===== src/rtl/i2cm_pkg.sv =====
`timescale 1ns/1ps
package i2cm_pkg;
  localparam int PER_MIN  = 28;
  localparam int PER_MAX  = 256;
  localparam int HOLD_CYC = 3;

  typedef enum logic [2:0] {
    ST_IDLE, ST_STA, ST_WAIT, ST_LHOLD, ST_LSET, ST_HIGH, ST_FREE
  } state_t;

  typedef enum logic [1:0] {OP_WR, OP_RD, OP_STOP, OP_RSTA} op_t;
endpackage


===== src/rtl/i2cm_period.sv =====
`timescale 1ns/1ps
module i2cm_period #(
  parameter int PW   = 9,
  parameter int PMIN = 28,
  parameter int PMAX = 256
) (
  input  logic          clk_i,
  input  logic          rst_ni,
  input  logic          load_i,
  input  logic [PW-1:0] per_i,
  output logic [PW-1:0] per_o,
  output logic [PW-1:0] hi_o,
  output logic [PW-1:0] lo_o
);
  localparam logic [PW-1:0] MinV = PW'(PMIN);
  localparam logic [PW-1:0] MaxV = PW'(PMAX);

  logic [PW-1:0] clamp, per_q;

  always_comb begin
    if (per_i < MinV)      clamp = MinV;
    else if (per_i > MaxV) clamp = MaxV;
    else                   clamp = per_i;
  end

  always_ff @(posedge clk_i or negedge rst_ni) begin
    if (!rst_ni)     per_q <= MinV;
    else if (load_i) per_q <= clamp;
  end

  // new value visible in the loading cycle so the first segment uses it
  assign per_o = load_i ? clamp : per_q;
  assign hi_o  = per_o >> 1;
  assign lo_o  = per_o - hi_o;
endmodule


===== src/rtl/i2cm_sync.sv =====
`timescale 1ns/1ps
module i2cm_sync #(
  parameter int W      = 2,
  parameter int STAGES = 1
) (
  input  logic         clk_i,
  input  logic         rst_ni,
  input  logic [W-1:0] d_i,
  output logic [W-1:0] q_o
);
  logic [W-1:0] chain [STAGES+1];
  assign chain[0] = d_i;

  for (genvar s = 0; s < STAGES; s++) begin : g_stage
    always_ff @(posedge clk_i or negedge rst_ni) begin
      if (!rst_ni) chain[s+1] <= '1;
      else         chain[s+1] <= chain[s];
    end
  end

  assign q_o = chain[STAGES];
endmodule


===== src/rtl/i2cm_shift.sv =====
`timescale 1ns/1ps
module i2cm_shift #(
  parameter int DW = 8
) (
  input  logic          clk_i,
  input  logic          rst_ni,
  input  logic          load_i,
  input  logic [DW-1:0] data_i,
  input  logic          shift_i,
  input  logic          sin_i,
  output logic          msb_o,
  output logic [DW-1:0] data_o
);
  logic [DW-1:0] sr_q;

  always_ff @(posedge clk_i or negedge rst_ni) begin
    if (!rst_ni)       sr_q <= '0;
    else if (load_i)   sr_q <= data_i;
    else if (shift_i)  sr_q <= {sr_q[DW-2:0], sin_i};
  end

  assign msb_o  = sr_q[DW-1];
  assign data_o = sr_q;
endmodule


===== src/rtl/i2cm_timing_master.sv =====
`timescale 1ns/1ps
module i2cm_timing_master
  import i2cm_pkg::*;
#(
  parameter int DW = 8,
  parameter int PW = 9
) (
  input  logic          clk_i,
  input  logic          rst_ni,
  input  logic [PW-1:0] period_i,
  input  logic          start_i,
  input  logic          stop_i,
  input  logic          write_i,
  input  logic          read_i,
  input  logic          last_i,
  input  logic [DW-1:0] data_i,
  input  logic          scl_i,
  input  logic          sda_i,
  output logic          scl_oe_o,
  output logic          sda_oe_o,
  output logic          busy_o,
  output logic          ready_o,
  output logic [DW-1:0] rx_data_o,
  output logic          ack_o
);
  localparam int BCW = $clog2(DW + 1);
  localparam logic [BCW-1:0] LastBit = BCW'(DW);
  localparam logic [PW-1:0]  DHold   = PW'(HOLD_CYC - 1);

  state_t         state_q;
  op_t            op_q;
  logic [PW-1:0]  cnt_q;
  logic [BCW-1:0] bit_q;
  logic scl_q, sda_q, busy_q, stop_pend_q, last_q, ack_q;

  logic [PW-1:0] per, hi, lo;
  logic [PW-1:0] d_sta, d_lset, d_high, d_free;
  logic [1:0]    lines_s;
  logic          scl_s, sda_s;
  logic          cnt_zero, last_bit, sda_nxt, tx_msb;
  logic          per_load, sh_load, sh_en;
  logic          wait_cmd;

  assign per_load = (state_q == ST_IDLE) && start_i;

  i2cm_period #(.PW(PW), .PMIN(PER_MIN), .PMAX(PER_MAX)) i_period (
    .clk_i  (clk_i),
    .rst_ni (rst_ni),
    .load_i (per_load),
    .per_i  (period_i),
    .per_o  (per),
    .hi_o   (hi),
    .lo_o   (lo)
  );

  i2cm_sync #(.W(2), .STAGES(1)) i_sync (
    .clk_i  (clk_i),
    .rst_ni (rst_ni),
    .d_i    ({scl_i, sda_i}),
    .q_o    (lines_s)
  );
  assign scl_s = lines_s[1];
  assign sda_s = lines_s[0];

  // segment lengths minus one (counter runs to zero)
  assign d_sta  = hi - PW'(2);
  assign d_lset = lo - PW'(HOLD_CYC + 1);
  assign d_free = hi - PW'(1);
  always_comb begin
    unique case (op_q)
      OP_STOP: d_high = hi + PW'(1);
      OP_RSTA: d_high = per - PW'(1);
      default: d_high = hi - PW'(1);
    endcase
  end

  assign cnt_zero = (cnt_q == '0);
  assign last_bit = (bit_q == LastBit);
  assign wait_cmd = (state_q == ST_WAIT) && !stop_pend_q;

  assign sh_load = wait_cmd && !start_i && !stop_i && write_i;
  assign sh_en   = (state_q == ST_HIGH) && cnt_zero && !last_bit &&
                   (op_q == OP_WR || op_q == OP_RD);

  i2cm_shift #(.DW(DW)) i_shift (
    .clk_i   (clk_i),
    .rst_ni  (rst_ni),
    .load_i  (sh_load),
    .data_i  (data_i),
    .shift_i (sh_en),
    .sin_i   (sda_s),
    .msb_o   (tx_msb),
    .data_o  (rx_data_o)
  );

  always_comb begin
    unique case (op_q)
      OP_WR:   sda_nxt = last_bit ? 1'b0 : ~tx_msb;
      OP_RD:   sda_nxt = last_bit ? ~last_q : 1'b0;
      OP_STOP: sda_nxt = 1'b1;
      default: sda_nxt = 1'b0;
    endcase
  end

  always_ff @(posedge clk_i or negedge rst_ni) begin
    if (!rst_ni) begin
      state_q     <= ST_IDLE;
      op_q        <= OP_STOP;
      cnt_q       <= '0;
      bit_q       <= '0;
      scl_q       <= 1'b0;
      sda_q       <= 1'b0;
      busy_q      <= 1'b0;
      stop_pend_q <= 1'b0;
      last_q      <= 1'b0;
      ack_q       <= 1'b1;
    end else begin
      unique case (state_q)
        ST_IDLE: begin
          if (start_i) begin
            state_q     <= ST_STA;
            cnt_q       <= d_sta;
            sda_q       <= 1'b1;
            busy_q      <= 1'b1;
            stop_pend_q <= 1'b0;
          end
        end
        ST_STA: begin
          if (stop_i) stop_pend_q <= 1'b1;
          if (cnt_zero) begin
            state_q <= ST_WAIT;
            scl_q   <= 1'b1;
          end else begin
            cnt_q <= cnt_q - 1'b1;
          end
        end
        ST_WAIT: begin
          if (stop_pend_q) begin
            // kept stop waits until both lines are seen low
            if (!scl_s && !sda_s) begin
              stop_pend_q <= 1'b0;
              op_q        <= OP_STOP;
              state_q     <= ST_LHOLD;
              cnt_q       <= DHold;
            end
          end else if (start_i) begin
            op_q    <= OP_RSTA;
            state_q <= ST_LHOLD;
            cnt_q   <= DHold;
          end else if (stop_i) begin
            op_q    <= OP_STOP;
            state_q <= ST_LHOLD;
            cnt_q   <= DHold;
          end else if (write_i) begin
            op_q    <= OP_WR;
            bit_q   <= '0;
            state_q <= ST_LHOLD;
            cnt_q   <= DHold;
          end else if (read_i) begin
            op_q    <= OP_RD;
            last_q  <= last_i;
            bit_q   <= '0;
            state_q <= ST_LHOLD;
            cnt_q   <= DHold;
          end
        end
        ST_LHOLD: begin
          if (cnt_zero) begin
            state_q <= ST_LSET;
            cnt_q   <= d_lset;
            sda_q   <= sda_nxt;
          end else begin
            cnt_q <= cnt_q - 1'b1;
          end
        end
        ST_LSET: begin
          if (cnt_zero) begin
            state_q <= ST_HIGH;
            cnt_q   <= d_high;
            scl_q   <= 1'b0;
          end else begin
            cnt_q <= cnt_q - 1'b1;
          end
        end
        ST_HIGH: begin
          if (cnt_zero) begin
            unique case (op_q)
              OP_STOP: begin
                sda_q   <= 1'b0;
                state_q <= ST_FREE;
                cnt_q   <= d_free;
              end
              OP_RSTA: begin
                sda_q   <= 1'b1;
                state_q <= ST_STA;
                cnt_q   <= d_sta;
              end
              default: begin
                scl_q <= 1'b1;
                if (last_bit) begin
                  state_q <= ST_WAIT;
                  if (op_q == OP_WR) ack_q <= sda_s;
                end else begin
                  state_q <= ST_LHOLD;
                  cnt_q   <= DHold;
                  bit_q   <= bit_q + 1'b1;
                end
              end
            endcase
          end else begin
            cnt_q <= cnt_q - 1'b1;
          end
        end
        ST_FREE: begin
          if (cnt_zero) begin
            state_q <= ST_IDLE;
            busy_q  <= 1'b0;
          end else begin
            cnt_q <= cnt_q - 1'b1;
          end
        end
        default: state_q <= ST_IDLE;
      endcase
    end
  end

  assign scl_oe_o = scl_q;
  assign sda_oe_o = sda_q;
  assign busy_o   = busy_q;
  assign ack_o    = ack_q;
  assign ready_o  = (state_q == ST_IDLE) || wait_cmd;
endmodule


===== config.mk =====
export PLATFORM = sky130hd
export DESIGN_NAME = i2cm_timing_master
export DESIGN_NICKNAME = d
export VERILOG_FILES = /design/src/rtl/i2cm_pkg.sv /design/src/rtl/i2cm_period.sv /design/src/rtl/i2cm_sync.sv /design/src/rtl/i2cm_shift.sv /design/src/rtl/i2cm_timing_master.sv
export SDC_FILE = /design/constraint.sdc
export NUM_CORES = 1
export LEC_CHECK = 0
export ABC_CLOCK_PERIOD_IN_PS = 6200
export BUFFER_PORTS_ARGS = -buffer_cell sky130_fd_sc_hd__buf_2
export CAP_MARGIN = 15
export CORE_ASPECT_RATIO = 0.6
export CORE_MARGIN = 1
export CORE_UTILIZATION = 66
export CTS_CLUSTER_SIZE = 8
export DETAILED_ROUTE_END_ITERATION = 10
export PLACE_DENSITY = 0.87
export SLEW_MARGIN = 0
export SYNTH_ARGS = -nofsm -noshare
export SYNTH_HDL_FRONTEND = slang
export SYNTH_SLANG_ARGS = --single-unit

===== constraint.sdc =====
create_clock -name clk_i -period 6.2 [get_ports clk_i]
set_input_delay 0.31 -clock clk_i [delete_from_list [all_inputs] [get_ports clk_i]]
set_output_delay 0.31 -clock clk_i [all_outputs]
set_load 0.005 [all_outputs]

### After elaboration in Yosys (flattened, before gate mapping)

Cells that the tools add are included.

| storage, ports and cells | value |
|---|---|
| flip-flop bits (word level) | 43 |
| bits of input ports | 26 |
| output and inout port bits | 13 |
| word-level logic and storage cells | 168 |

| operators by class | value |
|---|---|
| add/sub/neg operators | 8 |
| magnitude comparators | 2 |
| equality and inequality tests | 29 |
| multiplexer cells | 69 |
| bitwise operators | 7 |
| reductions and logical operators | 40 |

Operators by type and width:

| cell | count |
|---|---|
| 9-bit two-way mux | 15 |
| 9-bit case mux with 6 select lines | 1 |
| 3-bit two-way mux | 12 |
| 9-bit case mux with 2 select lines | 2 |
| 4-bit two-way mux | 8 |
| 2-bit inequality test (second input constant) | 13 |
| 3-bit case mux with 7 select lines | 1 |
| 9-bit by 1-bit subtractor with 9-bit output (second input constant) | 2 |
| 8-bit two-way mux | 2 |
| 8-bit AND reduction | 2 |
| 5-bit AND reduction | 3 |
| 1-bit two-way mux | 14 |
| 2-bit two-way mux | 6 |
| 1-bit case mux with 3 select lines | 4 |
| 6-bit AND reduction | 2 |
| 8-bit by 1-bit adder with 9-bit output (second input constant) | 1 |
| 3-bit equality test (second input constant) | 3 |
| 9-bit > comparator (second input constant) | 1 |
| 1-bit logical AND | 9 |
| 9-bit logical NOT | 1 |
| 9-bit by 5-bit < comparator with 1-bit output (second input constant) | 1 |
| 3-bit AND reduction | 3 |
| 3-bit nonzero test | 3 |
| 8-bit by 1-bit subtractor with 9-bit output (second input constant) | 1 |
| 27 further kinds | 45 |

### Depth between registers and ports, before layout

| logic depth | value |
|---|---|
| depth in word-level cells | 8 |
| gate-level depth with buffers | 18 |
| mapped depth without buffers | 16 |

### Cells and area by module

From an unflattened synthesis, not the netlist that was laid out.

| second synthesis, totals | value |
|---|---|
| cells, all modules | 530 |
| area total of the unflattened synthesis | 4,196.5 um^2 |

Modules (own cells, without submodules):

| module | instances | cells each | area each (um^2) | seq. area each (um^2) |
|---|---|---|---|---|
| i2cm_timing_master | 1 | 392 | 2,905.3 | 603.1 |
| i2cm_period | 1 | 101 | 858.3 | 229.0 |
| i2cm_shift | 1 | 35 | 380.4 | 200.2 |
| i2cm_sync | 1 | 2 | 52.6 | 52.6 |

### Least setup slack after synthesis

Ideal clock, no wire load.

| path | value |
|---|---|
| path type | reg2reg |
| from | register state_q[0] |
| to | register cnt_q[7] |
| library setup time | 0.077 ns |
| arrival time | 3.394 ns |
| required time | 6.123 ns |
| path slack | 2.729 ns |
| cell stages (with the launch flop) | 18 |
| path buffers | 3 |
| clock period less this slack | 3.471 ns |
| cell sequence | dfrtp_1 > buf_6 > or4b_4 > buf_6 > buf_6 > a21oi_1 > ha_1 > inv_1 > ha_1 > fa_1 > a21oi_1 > o21ai_0 > o21ai_0 > nand2b_1 > xnor2_1 > o31ai_1 > nor2_1 > a21oi_1 |

| on the way | value |
|---|---|
| cells in the longest elaborated chain, start to end | 7 |
| elaborated cells on any way between the ends | 30 |
| those cells by class | add/sub: 6; eq/ne: 11; mux: 8; reduce/logical: 5 |

Ends and longest elaborated chain:

| element | line | source |
|---|---|---|
| start: declaration | i2cm_timing_master.sv:30 | `state_t state_q;` |
| start signal: assignment | i2cm_timing_master.sv:107 | `state_q <= ST_IDLE;` |
| start signal: assignment | i2cm_timing_master.sv:121 | `state_q <= ST_STA;` |
| start signal: assignment | i2cm_timing_master.sv:131 | `state_q <= ST_WAIT;` |
| 3-bit logical NOT | i2cm_timing_master.sv:44, i2cm_timing_master.sv:118 |  |
| 1-bit logical AND | i2cm_timing_master.sv:44 | `assign per_load = (state_q == ST_IDLE) && start_i;` |
| 9-bit two-way mux | n/a |  |
| 9-bit by 8-bit subtractor with 9-bit output, or another cell as far along | i2cm_period.sv:34 | `assign lo_o = per_o - hi_o;` |
| 9-bit by 3-bit subtractor with 9-bit output, or another cell as far along | i2cm_timing_master.sv:67 | `assign d_lset = lo - PW'(HOLD_CYC + 1);` |
| 9-bit two-way mux, on equally long branches | i2cm_timing_master.sv:168, i2cm_timing_master.sv:177, i2cm_timing_master.sv:186 |  |
| 9-bit case mux with 6 select lines | i2cm_timing_master.sv:118 | `unique case (state_q)` |
| end signal: assignment | i2cm_timing_master.sv:122 | `cnt_q <= d_sta;` |
| end signal: assignment | i2cm_timing_master.sv:170 | `cnt_q <= d_lset;` |
| end signal: assignment | i2cm_timing_master.sv:173 | `cnt_q <= cnt_q - 1'b1;` |
| end: declaration | i2cm_timing_master.sv:32 | `logic [PW-1:0] cnt_q;` |

Parallel ways exist; a longest one is shown, timed or not. The select of a mux whose other input is x is not followed.
A chain may end at the register's enable or synchronous reset.

### Worst setup path in the final report

| path | value |
|---|---|
| from | register state_q[2] |
| to | register cnt_q[7] |

Same word-level chain as after synthesis.

==> flow_metrics.tcl <==
set metrics [dict create \
    path_buf_inv 1 \
    fin_area_um2 4568 \
    dpl_cell_area_um2 4436 \
    timing.hold.ws_ps 75.39 \
    ant_nets 0 \
    slowest_delay_ps 920 \
    drtIter0Drc 890 \
    die_h_um 64.03 \
    area_delta_synth_final_pct 7.954 \
    drv_slew 0 \
    finalSetupTns_ps 0 \
    vias 4726 \
    hp-class "primary input to flop" \
    synth-edff-count 0 \
    worst-r2r-cell-count 14 \
    synth.top_cell.area_share_pct 21.29 \
    end_kind "flop" \
    clock.fmax_mhz 219.2 \
    core_area_um2 6138 \
    drt_wl_total_um 14370 \
    crit_slowest_cell "nor4b_2" \
    grt_overflow 0 \
    die_w_um 105.4 \
    multi_input_area_um2 2883 \
    pin_count 39 \
    start_kind "flop" \
    yosysSeqAreaShare_pct 25.64 \
    avgRoutedWirePerCell_um 21.74 \
    clockBufferDepth 2 \
    ctsHoldBuffers 0 \
    cts_tree "yes" \
    setup_slack_ps 1637 \
    setup.worst_path.class "flop to flop" \
    finalCritPeriodShare_pct 73.60 \
    clk_latency_ps 330 \
    finalSetupViolCount 0 \
    crit_path_start "state_q[2]" \
    path_clk_slew_ps 90 \
    critPathTopFamily "simple AND/OR/NAND/NOR gates" \
    drv_cap 0 \
    critPathRequiredTime_ps 6460 \
    grt_pass1_wl_um 22630 \
    antenna_found_initial 0 \
    cts.sinks 43 \
    die_area_um2 6746 \
    worstReg2RegStart "state_q[2]" \
    synth_nets 606 \
    synth-main-ff-cell "dfrtp_1" \
    yosys-top-cells-count "nand2_1, a21oi_1, nor2_1" \
    power_density_nw_per_um2 662.5 \
    fin_crit_ps 4563 \
    path_cells "nor4b_2, o211ai_1, nand2b_1, inv_2, ha_1, fa_1, a21oi_1, o21ai_0, o21ai_0, nand2b_1, xnor2_1, o31ai_1, nor2_1, a21oi_1" \
    grt_pass1_vias 4167 \
    post_cts_resized 0 \
    synth_area_leaders "dfrtp_1, ha_1, nand2_1" \
    crit_arrival_ps 4820 \
    cts-root-buf "clkbuf_8" \
    vias_per_cell 7.150 \
    synthCells 553 \
    antenna_cells 0 \
    cp.depth 14 \
    yosys_warnings 0 \
    routabilityCongestion 1.054 \
    cts_buffers 5 \
    io_buffer_count 38 \
    ctsHtreeMaxLevel 2 \
    place_ws_ps 1805 \
    start_util_pct 68.94 \
    crit_path_max_fanout 25 \
    nNetsFinal 629 \
    grt_max_degree 44 \
    syn_area_um2 4232 \
    synthArstFlopShare_pct 100.0 \
    reg2reg_slack_ps 1640 \
    hold_viol_final 0 \
    num_rows 22 \
    postCtsSetupRepairBufs 0 \
    avgSynthCellArea_um2 7.652 \
    finalClockSkew_ps 8.566 \
    crit_path_end "cnt_q[7]" \
    peakVddDrop_mv 0.3339 \
    p_leak_uw 0.001985 \
    hpwl_um 10670 \
    synth-seq-cells 43 \
    synth_top_area_cell "dfrtp_1" \
    fill_cells 493 \
    grtUsageTotal_pct 44.34 \
    synthMostInstantiatedCell "nand2_1" \
    rsz0062_at_grt "false" \
    outcome "finished clean" \
    slew_headroom_pct 32.42 \
    layout-drive-gt1-share_pct 13.52 \
    first_pass_iters 6 \
    drc_errors 0 \
    regArea_um2 1085 \
    synth.distinct_cells 71 \
    tightest_slew_ps 1014 \
    regToRegEndpoint "cnt_q[7]" \
]
[state kept, by name (all words and copies together) (netlist names)]
name            count
cnt_q               9
i_period.per_q      9
i_shift.data_o      8
bit_q               4
state_q             3
i_sync.q_o          2
op_q                2
ack_o               1
busy_o              1
last_q              1
scl_oe_o            1
sda_oe_o            1
stop_pend_q         1
[per-layer routing]
layer  vias to the layer above  part of all wire, %  track usage, %
met4                         0                  2.9           12.50
met5                         -                    0               0
met3                        65                   17           17.65
li1                       2062                    -               -
met2                       412                   39           59.13
met1                      2187                   41           64.86
[placed cells by master, fill, tap and decap left out, types with 13 or more instances in the layout]
master,Yosys,layout
nand2_1,72,72
buf_2,6,38
dfrtp_1,36,36
a31oi_1,13,13
nor2_1,45,45
nand3_1,21,21
xnor2_1,25,25
a21oi_1,47,47
inv_1,31,31
o21ai_0,41,41
o22ai_1,14,14
ha_1,26,26
[metrics by stage]
stage	instances	utilization, %	total power (µW)
6_report	661	74.42	3026
5_1_grt	661	74.42	3206
4_1_cts	661	74.42	2908
3_5_place_dp	653	72.26	2626
3_3_place_gp	653	72.26	2558
2_1_floorplan	553	-	2101
[report_power, final]
part | internal (µW) | leakage [µW] | switching (µW)
Clock | 161 | 0.0000654 | 113
Sequential | 394 | 0.000509 | 144
Combinational | 824 | 0.00141 | 1390
Total | 1380 | 0.00198 | 1650
[cells by family (layout without fill, tap and decap cells)]
family,after synthesis,after routing,share of synthesized area (%)
simple gates,196,196,22.47
compound gates,186,186,28.92
buf+inv,63,87,6.387
flops,43,43,25.64
xor+xnor,31,31,6.416
fa+ha+maj,27,27,8.161
mux,7,7,2.011
[layout make-up]
| type | count | area share [%] |
|---|---|---|
| Inverter | 36 | 2.958 |
| Multi-Input combinational cell | 447 | 63.11 |
| Clock inverter | 2 | 1.315 |
| Tap cell | 84 | 2.301 |
| Clock buffer | 6 | 1.589 |
| Sequential cell | 43 | 23.75 |
| Timing Repair Buffer | 43 | 4.985 |
[how the worst min path moves through the flow]
stage / from / end / slack (ps) / cells past startpoint
finish: sda_i / i_sync.q_o[0] / 80 / 1
detailed placement: sda_i / i_sync.q_o[0] / 420 / 1
CTS: sda_i / i_sync.q_o[0] / 90 / 1
floorplan: rst_ni / bit_q[0] / 10 / 0
global placement: scl_i / i_sync.q_o[1] / 410 / 1
global route: sda_i / i_sync.q_o[0] / 90 / 1
Note: power is estimated with default switching activity, not from simulation.
